## config.mk

```make
export PLATFORM = sky130hd
export DESIGN_NAME = stopseq_top
export DESIGN_NICKNAME = d
export VERILOG_FILES = /design/src/rtl/stopseq_pkg.sv /design/src/rtl/stopseq_fsm.sv /design/src/rtl/stopseq_dbg.sv /design/src/rtl/stopseq_csr.sv /design/src/rtl/stopseq_top.sv
export SDC_FILE = /design/constraint.sdc
export NUM_CORES = 1
export LEC_CHECK = 0
export ABC_AREA = 0
export BUFFER_PORTS_ARGS = -buffer_cell sky130_fd_sc_hd__clkbuf_2
export CAP_MARGIN = 15
export CORE_UTILIZATION = 43
export DETAILED_ROUTE_END_ITERATION = 8
export HOLD_SLACK_MARGIN = 0.02
export PLACE_DENSITY = 0.79
export SLEW_MARGIN = 20
export SYNTH_ARGS = -nofsm -noshare
export SYNTH_HDL_FRONTEND = slang
export SYNTH_SLANG_ARGS = --single-unit
export TNS_END_PERCENT = 50
```

## constraint.sdc

```tcl
create_clock -name clk -period 5 [get_ports clk]
set_clock_uncertainty 0.2 [all_clocks]
set_input_delay 1 -clock clk [delete_from_list [all_inputs] [get_ports clk]]
set_output_delay 1 -clock clk [all_outputs]
set_load 0.02 [all_outputs]
```

## src/rtl/stopseq_pkg.sv

```systemverilog
package stopseq_pkg;

    typedef enum logic [2:0] {
        ST_RUN,
        ST_LIGHT,
        ST_DEEP,
        ST_WRST,
        ST_DEBUG
    } seq_state_e;

    typedef enum logic [1:0] {
        CMD_NOP,
        CMD_MEM,
        CMD_BKGD,
        CMD_GO
    } dbg_cmd_e;

    typedef enum logic [1:0] {
        RSP_NONE,
        RSP_OK,
        RSP_STOPPED,
        RSP_REJECT
    } dbg_rsp_e;

    // bit 0 debug enable, bit 1 deep select, bit 2 timer wake enable
    typedef struct packed {
        logic tmr_en;
        logic deep_sel;
        logic dbg_en;
    } seq_cfg_t;

    localparam int CFG_LO   = 0;
    localparam int CFG_HI   = 2;
    localparam int CSR_FLAG = 3;
    localparam int CSR_ACK  = 4;

endpackage

```

## src/rtl/stopseq_fsm.sv

```systemverilog
module stopseq_fsm
    import stopseq_pkg::*;
#(
    parameter int RST_CYCLES = 8
) (
    input  logic       clk,
    input  logic       por_n,
    input  logic       stop_strobe,
    input  logic       ext_reset,
    input  logic       wake_pin_n,
    input  logic       timer_wake,
    input  seq_cfg_t   cfg,
    input  logic       bkgd_take,
    input  logic       go_take,
    output seq_state_e state,
    output logic       enter_deep,
    output logic       deep_wake,
    output logic       sys_rst,
    output logic       core_clk_en,
    output logic       dbg_clk_en,
    output logic       reg_full_en,
    output logic       core_pwr_en,
    output logic       in_debug
);

    localparam int          CW   = (RST_CYCLES > 1) ? $clog2(RST_CYCLES) : 1;
    localparam logic [CW-1:0] LAST = CW'(RST_CYCLES - 1);

    seq_state_e    state_nx;
    logic [CW-1:0] cnt_q;
    logic          tmr_ev;
    logic          wake_ev;

    assign tmr_ev  = timer_wake && cfg.tmr_en;
    assign wake_ev = !wake_pin_n || tmr_ev;

    always_comb begin
        state_nx = state;
        unique case (state)
            ST_RUN: begin
                if (ext_reset)                  state_nx = ST_WRST;
                else if (bkgd_take)             state_nx = ST_DEBUG;
                else if (stop_strobe && !tmr_ev)
                    state_nx = (cfg.deep_sel && !cfg.dbg_en) ? ST_DEEP : ST_LIGHT;
            end
            ST_LIGHT: begin
                if (ext_reset)                  state_nx = ST_WRST;
                else if (wake_ev)               state_nx = ST_RUN;
                else if (bkgd_take)             state_nx = ST_DEBUG;
            end
            ST_DEEP: begin
                if (ext_reset || wake_ev)       state_nx = ST_WRST;
            end
            ST_WRST: begin
                if (cnt_q == LAST)              state_nx = ST_RUN;
            end
            ST_DEBUG: begin
                if (ext_reset)                  state_nx = ST_WRST;
                else if (go_take)               state_nx = ST_RUN;
            end
            default:                            state_nx = ST_RUN;
        endcase
    end

    always_ff @(posedge clk or negedge por_n) begin
        if (!por_n) state <= ST_RUN;
        else        state <= state_nx;
    end

    always_ff @(posedge clk or negedge por_n) begin
        if (!por_n)                                       cnt_q <= '0;
        else if (state == ST_WRST && state_nx == ST_WRST) cnt_q <= cnt_q + 1'b1;
        else                                              cnt_q <= '0;
    end

    always_comb begin
        core_clk_en = 1'b0;
        dbg_clk_en  = 1'b1;
        reg_full_en = 1'b1;
        core_pwr_en = 1'b1;
        sys_rst     = 1'b0;
        in_debug    = 1'b0;
        unique case (state)
            ST_RUN:   core_clk_en = 1'b1;
            ST_LIGHT: begin
                dbg_clk_en  = cfg.dbg_en;
                reg_full_en = cfg.dbg_en;
            end
            ST_DEEP: begin
                dbg_clk_en  = 1'b0;
                reg_full_en = 1'b0;
                core_pwr_en = 1'b0;
            end
            ST_WRST:  sys_rst = 1'b1;
            ST_DEBUG: begin
                core_clk_en = 1'b1;
                in_debug    = 1'b1;
            end
            default:  core_clk_en = 1'b0;
        endcase
        enter_deep = (state != ST_DEEP) && (state_nx == ST_DEEP);
        deep_wake  = (state == ST_DEEP) && (state_nx == ST_WRST);
    end

endmodule

```

## src/rtl/stopseq_dbg.sv

```systemverilog
module stopseq_dbg
    import stopseq_pkg::*;
(
    input  logic       clk,
    input  logic       por_n,
    input  seq_state_e state,
    input  logic       dbg_en,
    input  logic       dbg_valid,
    input  logic [1:0] dbg_cmd,
    output logic       bkgd_take,
    output logic       go_take,
    output logic [1:0] dbg_status
);

    dbg_cmd_e cmd;
    dbg_rsp_e rsp_nx;

    assign cmd = dbg_cmd_e'(dbg_cmd);

    assign bkgd_take = dbg_valid && (cmd == CMD_BKGD) && dbg_en &&
                       (state == ST_RUN || state == ST_LIGHT);
    assign go_take   = dbg_valid && (cmd == CMD_GO) && (state == ST_DEBUG);

    always_comb begin
        rsp_nx = RSP_NONE;
        if (dbg_valid && cmd != CMD_NOP) begin
            unique case (state)
                ST_RUN: begin
                    if (cmd == CMD_MEM)       rsp_nx = RSP_OK;
                    else if (cmd == CMD_BKGD) rsp_nx = dbg_en ? RSP_OK : RSP_REJECT;
                    else                      rsp_nx = RSP_REJECT;
                end
                ST_LIGHT: begin
                    if (!dbg_en)              rsp_nx = RSP_NONE;
                    else if (cmd == CMD_BKGD) rsp_nx = RSP_OK;
                    else                      rsp_nx = RSP_STOPPED;
                end
                ST_DEBUG:                     rsp_nx = RSP_OK;
                ST_DEEP, ST_WRST:             rsp_nx = RSP_NONE;
                default:                      rsp_nx = RSP_NONE;
            endcase
        end
    end

    always_ff @(posedge clk or negedge por_n) begin
        if (!por_n) dbg_status <= RSP_NONE;
        else        dbg_status <= rsp_nx;
    end

endmodule

```

## src/rtl/stopseq_csr.sv

```systemverilog
module stopseq_csr
    import stopseq_pkg::*;
#(
    parameter int DW     = 8,
    parameter int N_PINS = 8
) (
    input  logic              clk,
    input  logic              por_n,
    input  logic              reg_wr,
    input  logic [DW-1:0]     reg_wdata,
    input  logic              wr_ok,
    input  logic              sys_rst,
    input  logic              enter_deep,
    input  logic              deep_wake,
    input  logic [N_PINS-1:0] pin_ctrl_in,
    output seq_cfg_t          cfg,
    output logic [DW-1:0]     reg_rdata,
    output logic              pin_hold,
    output logic [N_PINS-1:0] pin_ctrl_out
);

    logic              wr_en;
    logic              ack;
    logic              flag_q;
    logic [N_PINS-1:0] latch_q;
    logic              unused_wdata;

    assign wr_en        = reg_wr && wr_ok;
    assign ack          = wr_en && reg_wdata[CSR_ACK];
    assign unused_wdata = ^reg_wdata[DW-1:CSR_ACK+1];

    always_ff @(posedge clk or negedge por_n) begin
        if (!por_n) begin
            cfg      <= '0;
            flag_q   <= 1'b0;
            pin_hold <= 1'b0;
            latch_q  <= '0;
        end else begin
            if (sys_rst)    cfg <= '0;
            else if (wr_en) cfg <= seq_cfg_t'(reg_wdata[CFG_HI:CFG_LO]);

            if (deep_wake) flag_q <= 1'b1;
            else if (ack)  flag_q <= 1'b0;

            if (enter_deep) pin_hold <= 1'b1;
            else if (ack)   pin_hold <= 1'b0;

            if (enter_deep && !pin_hold) latch_q <= pin_ctrl_in;
        end
    end

    always_comb begin
        reg_rdata                = '0;
        reg_rdata[CFG_HI:CFG_LO] = cfg;
        reg_rdata[CSR_FLAG]      = flag_q;
    end

    for (genvar i = 0; i < N_PINS; i++) begin : g_pin
        assign pin_ctrl_out[i] = pin_hold ? latch_q[i] : pin_ctrl_in[i];
    end

endmodule

```

## src/rtl/stopseq_top.sv

```systemverilog
module stopseq_top
    import stopseq_pkg::*;
#(
    parameter int DW         = 8,
    parameter int N_PINS     = 8,
    parameter int RST_CYCLES = 8
) (
    input  logic              clk,
    input  logic              por_n,
    input  logic              stop_strobe,
    input  logic              ext_reset,
    input  logic              wake_pin_n,
    input  logic              timer_wake,
    input  logic              dbg_valid,
    input  logic [1:0]        dbg_cmd,
    input  logic              reg_wr,
    input  logic [DW-1:0]     reg_wdata,
    input  logic [N_PINS-1:0] pin_ctrl_in,
    output logic [DW-1:0]     reg_rdata,
    output logic [N_PINS-1:0] pin_ctrl_out,
    output logic              pin_hold,
    output logic              core_clk_en,
    output logic              dbg_clk_en,
    output logic              reg_full_en,
    output logic              core_pwr_en,
    output logic              reset_req,
    output logic              in_debug,
    output logic [1:0]        dbg_status
);

    seq_state_e state;
    seq_cfg_t   cfg;
    logic       bkgd_take;
    logic       go_take;
    logic       enter_deep;
    logic       deep_wake;
    logic       wr_ok;

    assign wr_ok = (state == ST_RUN) || (state == ST_DEBUG);

    stopseq_fsm #(.RST_CYCLES(RST_CYCLES)) u_fsm (
        .clk         (clk),
        .por_n       (por_n),
        .stop_strobe (stop_strobe),
        .ext_reset   (ext_reset),
        .wake_pin_n  (wake_pin_n),
        .timer_wake  (timer_wake),
        .cfg         (cfg),
        .bkgd_take   (bkgd_take),
        .go_take     (go_take),
        .state       (state),
        .enter_deep  (enter_deep),
        .deep_wake   (deep_wake),
        .sys_rst     (reset_req),
        .core_clk_en (core_clk_en),
        .dbg_clk_en  (dbg_clk_en),
        .reg_full_en (reg_full_en),
        .core_pwr_en (core_pwr_en),
        .in_debug    (in_debug)
    );

    stopseq_dbg u_dbg (
        .clk        (clk),
        .por_n      (por_n),
        .state      (state),
        .dbg_en     (cfg.dbg_en),
        .dbg_valid  (dbg_valid),
        .dbg_cmd    (dbg_cmd),
        .bkgd_take  (bkgd_take),
        .go_take    (go_take),
        .dbg_status (dbg_status)
    );

    stopseq_csr #(.DW(DW), .N_PINS(N_PINS)) u_csr (
        .clk          (clk),
        .por_n        (por_n),
        .reg_wr       (reg_wr),
        .reg_wdata    (reg_wdata),
        .wr_ok        (wr_ok),
        .sys_rst      (reset_req),
        .enter_deep   (enter_deep),
        .deep_wake    (deep_wake),
        .pin_ctrl_in  (pin_ctrl_in),
        .cfg          (cfg),
        .reg_rdata    (reg_rdata),
        .pin_hold     (pin_hold),
        .pin_ctrl_out (pin_ctrl_out)
    );

endmodule

```

# --- After elaboration in Yosys (flattened, before gate mapping) ---
# Cells that the tools add are included.
word_totals:
  reg_bits: 21
  inputBits: 26
  out_inout_bits: 25
  wordCells: 88
op_classes:
  muxes: 38
  n_addsub: 1
  n_eq_ne: 11
  n_reduce_logical: 29
op_table:
  columns: ["operator", "n"]
  rows:
  - ["two-way mux 3 bit", 13]
  - ["logical AND 1 bit", 15]
  - ["two-way mux 1 bit", 15]
  - ["case mux 3 bit (5 select lines)", 1]
  - ["two-way mux 2 bit", 7]
  - ["== test 3 x 2 -> 1 bit, second input constant", 4]
  - ["nonzero test 2 bit", 4]
  - ["== test 3 bit, second input constant", 2]
  - ["case mux 2 bit (3 select lines)", 1]
  - ["== test 2 bit, second input constant", 2]
  - ["logical NOT 1 bit", 4]
  - ["logical OR 1 bit", 4]
  - ["adder 3 x 1 -> 3 bit, second input constant", 1]
  - ["== test 3 x 1 -> 1 bit, second input constant", 1]
  - ["logical NOT 3 bit", 1]
  - ["!= test 3 x 2 -> 1 bit, second input constant", 1]
  - ["== test 2 x 1 -> 1 bit, second input constant", 1]
  - ["case mux 1 bit (2 select lines)", 1]
  - ["OR reduction 2 bit", 1]

# --- Longest topological paths before layout ---
logic_depth:
  depth_word: 11
  mapped_depth: 5
  ltp_nobuf: 5

# --- Cells and area by module ---
# From an unflattened synthesis, not the netlist that was laid out.
unflattened:
  cells_unflattened: 118
  area_unflattened_um2: 1322.5
modules_own_cells:
  columns: ["mod", "cells_per_inst", "seq_area_each_um2", "area_each_um2", "instances"]
  rows:
  - ["stopseq_csr", 53, 325.3, 715.7, 1]
  - ["stopseq_fsm", 50, 150.1, 474.2, 1]
  - ["stopseq_dbg", 14, 50.0, 128.9, 1]
  - ["stopseq_top", 1, 0.0, 3.8, 1]

# --- Least setup slack after synthesis ---
# Ideal clock, no wire load.
synth_path:
  path_kind: "input to output"
  start: "in pin_ctrl_in[0]"
  end: "out pin_ctrl_out[0]"
  n_path_buf: 0
  stages: 1
  t_required_ns: 3.800
  setup_slack_ns: 2.498
  arrival_ns: 1.302
  path_cell_list: "mux2_2"
synth_between:
  elab_chain_len: 1
synth_rtl:
  columns: ["item", "line_no", "source"]
  rows:
  - ["start, declared", "stopseq_top.sv:18", "input logic [N_PINS-1:0] pin_ctrl_in,"]
  - ["two-way mux 1 bit", "stopseq_csr.sv:59", "assign pin_ctrl_out[i] = pin_hold ? latch_q[i] : pin_ctrl_in[i];"]
  - ["end, declared", "stopseq_top.sv:20", "output logic [N_PINS-1:0] pin_ctrl_out,"]
# No other way between the ends.

# --- Final worst setup path ---
layout_path:
  start: "reg u_fsm.state[1]"
  end: "out in_debug"
layout_between:
  elab_chain_len: 2
layout_rtl:
  columns: ["item", "line_no", "source"]
  rows:
  - ["start, declared", "stopseq_fsm.sv:15", "output seq_state_e state,"]
  - ["start signal, assigned", "stopseq_fsm.sv:67", "else state <= state_nx;"]
  - ["== test 3 bit", "stopseq_fsm.sv:83", "unique case (state)"]
  - ["two-way mux 1 bit", "stopseq_fsm.sv:83", null]
  - ["end, declared", "stopseq_top.sv:27", "output logic in_debug,"]
# No other way between the ends.

==> qor.yml <==
route:
  routedWlPerCell_um: 12.28
  vias: 924
  wirelength_mm: 2.173
  drtIter0Drc: 2
  drc: 0
  drtPass1Iterations: 3
  antenna_left: 0
  viasPerCell: 5.220
setup_path:
  cp-end-kind: "primary output"
  r2r_slack_ps: 2910
  arrival_ps: 1620
  startpoint_type: "flip-flop"
  path_max_fanout: 11
  crit_type: "flip-flop to primary output"
  cp.required_ps: 3800
sta:
  tns_ps: 0
  worst_slew_pin_slew_ps: 520.0
  max_slew_margin_pct: 65.33
  maxSlewViolCount: 0
  max_freq_mhz: 354.8
  fin_crit_ps: 2818
  finalHoldViolations: 0
  setup_viol: 0
  timing.hold.ws_ps: 258.4
  rsz0062_at_grt: "false"
  period_share_pct: 56.37
global_route:
  gr-total-overflow: 0
  antenna_found_initial: 0
  grt_pass1_wl_mm: 3.450
  grt_pass1_vias: 803
  grt_max_degree: 22
  grt_usage_pct: 16.48
clock_tree:
  cts.sinks: 21
  root_buffer: "clkbuf_4"
  cts-hold-fix-buffers: 0
  path_clk_slew_ps: 110
  tritoncts: "yes"
  cts_max_level: 1
  clock_path_buffers: 2
  cts_resized: 0
  cts_setup_buffers: 0
  clkLatencyLatePin_ps: 300
  numCtsBuffers: 3
cells_and_area:
  layout.nets: 176
  area_delta_synth_final_pct: 17.41
  final_core_util_pct: 54.72
  drive_gt1_share_pct: 44.22
  fillerInstances: 237
  antennaDiodeCount: 0
floorplanning:
  die_h_um: 54.52
  ios: 51
  die-area_sq_um: 2972
  rows: 18
  core_sq_um: 2545
  die_w_um: 54.52
  floorplan.initialDensity_pct: 46.61
synth:
  ys_seq_area_share_pct: 44.30
  synthDistinctLibCells: 34
  synth_area_sq_um: 1186
  synth.area.mux_share_pct: 18.57
  ys_seq_elements: 21
  yosysWarnings: 0
  synth_top_family_by_area: "multiplexers"
  syn_avg_cell_area_sq_um: 10.78
  synthAdderAreaFrac_pct: 2.110
  synth-compound-area-share_pct: 8.966
  synthSimpleGateAreaFrac_pct: 18.46
  syn_inst: 110
  synth_xor_area_share_pct: 0
pwr:
  power_per_cell_area_nw_per_um2: 337.3
  ir_drop_mv: 0.3211
  p_total_mw: 0.4698
  power_leakage_nw: 0.7253
place:
  dpl.hpwl_mm: 1.663
  place.gp.congestion: 0.8682
  numPortBuffers: 42
min_path:
  hold_path.class: "flip-flop to flip-flop"
run_status:
  outcome: "complete, no violations"
run:
  max_cap_viol_count: 0
## cells in the mapped netlist, drive strengths merged
library cell	n	area, sq um
or3b	1	8.760
o21ai	3	15.01
a21o	2	15.01
and2	3	18.77
o31ai	1	7.510
a31oi	1	6.260
mux2i	1	10.01
ha	2	25.02
nor2b	1	6.260
a21oi	4	20.02
dfrtp	21	525.5
or2	1	8.760
clkbuf	4	15.01
o22ai	1	6.260
nor3	1	5.000
buf	8	63.81
a2111o	1	11.26
a22o	1	8.760
mux2	16	210.2
a221oi	1	8.760
nand2	10	37.54
nand2b	3	18.77
or4	1	11.26
and4bb	1	12.51
nand4b	2	17.52
nor4bb	1	10.01
inv	2	7.510
nand3b	1	7.510
nand3	6	30.03
conb	1	3.750
nor2	7	26.28
o21a	1	7.510
## critical path: stages (launching register included)
cell and delay [ps]:
dfrtp_1 520, or2_4 320, inv_1 160, and2_1 150
clkbuf_2 160
## cells in the final DEF (no fill, tap or decap), types with 2 or more instances in the layout
cell type / instances
a21o_1: 2
dfrtp_1: 21
conb_1: 4
a21oi_1: 4
mux2_2: 8
inv_1: 2
nand2_1: 10
nand4b_1: 2
mux2_4: 8
o21ai_0: 3
nand3_1: 6
and2_1: 3
nand2b_1: 3
nor2_1: 7
clkbuf_4: 3
ha_1: 2
clkbuf_2: 42
## metal layers
| metal | global-route usage (%) | wire length [um] | up-vias |
|---|---|---|---|
| li1 | - | - | 452 |
| met1 | 21.44 | 1057 | 426 |
| met2 | 25.81 | 929 | 44 |
| met3 | 6.111 | 173 | 2 |
| met4 | 3.846 | 12 | 0 |
| met5 | 0 | 0 | - |
## final cells by class
type | count | area (sq um) | share of cell area, %
clock buffers | 4 | 26.28 | 1.887
flip-flops and latches | 21 | 525.5 | 37.74
repair buffers | 42 | 210.2 | 15.09
inverters | 2 | 7.507 | 0.5391
well taps | 30 | 37.54 | 2.695
multi-input cells | 78 | 585.6 | 42.05
## flip-flops by register name, indices dropped and copies added (netlist names)
name and flops:
u_csr.pin_hold 1, u_fsm.state 3, u_fsm.cnt_q 3, u_csr.latch_q 8
u_dbg.dbg_status 2, u_csr.flag_q 1, u_csr.cfg 3
## per-stage QoR
step | worst slack (ps) | cells | cell area (sq um)
4_1_cts | 2168 | 177 | 1393
6_report | 2182 | 177 | 1393
2_1_floorplan | 2498 | 113 | 1197
3_5_place_dp | 2302 | 173 | 1366
3_3_place_gp | 2309 | 173 | 1366
5_1_grt | 2025 | 177 | 1393
## report_power, final
part | switching, mW | leakage [nW] | internal (mW) | total [mW]
registers | 0.0271 | 0.274 | 0.192 | 0.220
logic | 0.100 | 0.436 | 0.0691 | 0.169
clock network | 0.0498 | 0.0150 | 0.0311 | 0.0810
total | 0.177 | 0.725 | 0.293 | 0.470
## logic make-up after synthesis
logic type      count (synthesis)
flops                          21
buf+inv                        14
simple gates                   39
other cells                     1
mux                            17
compound gates                 16
fa+ha+maj                       2
## worst paths after layout
path / start / endpoint / cells after the start
max: u_fsm.state[1] / in_debug / 4
min: u_fsm.cnt_q[0] / u_fsm.cnt_q[0] / 1
max reg2reg: u_fsm.state[1] / u_csr.latch_q[4] / 3
min reg2reg: u_fsm.cnt_q[0] / u_fsm.cnt_q[0] / 1
max in group asynchronous: por_n / u_csr.latch_q[0] / 1
min in group asynchronous: por_n / u_dbg.dbg_status[1] / 1
Power figures use the tool's default switching activity.
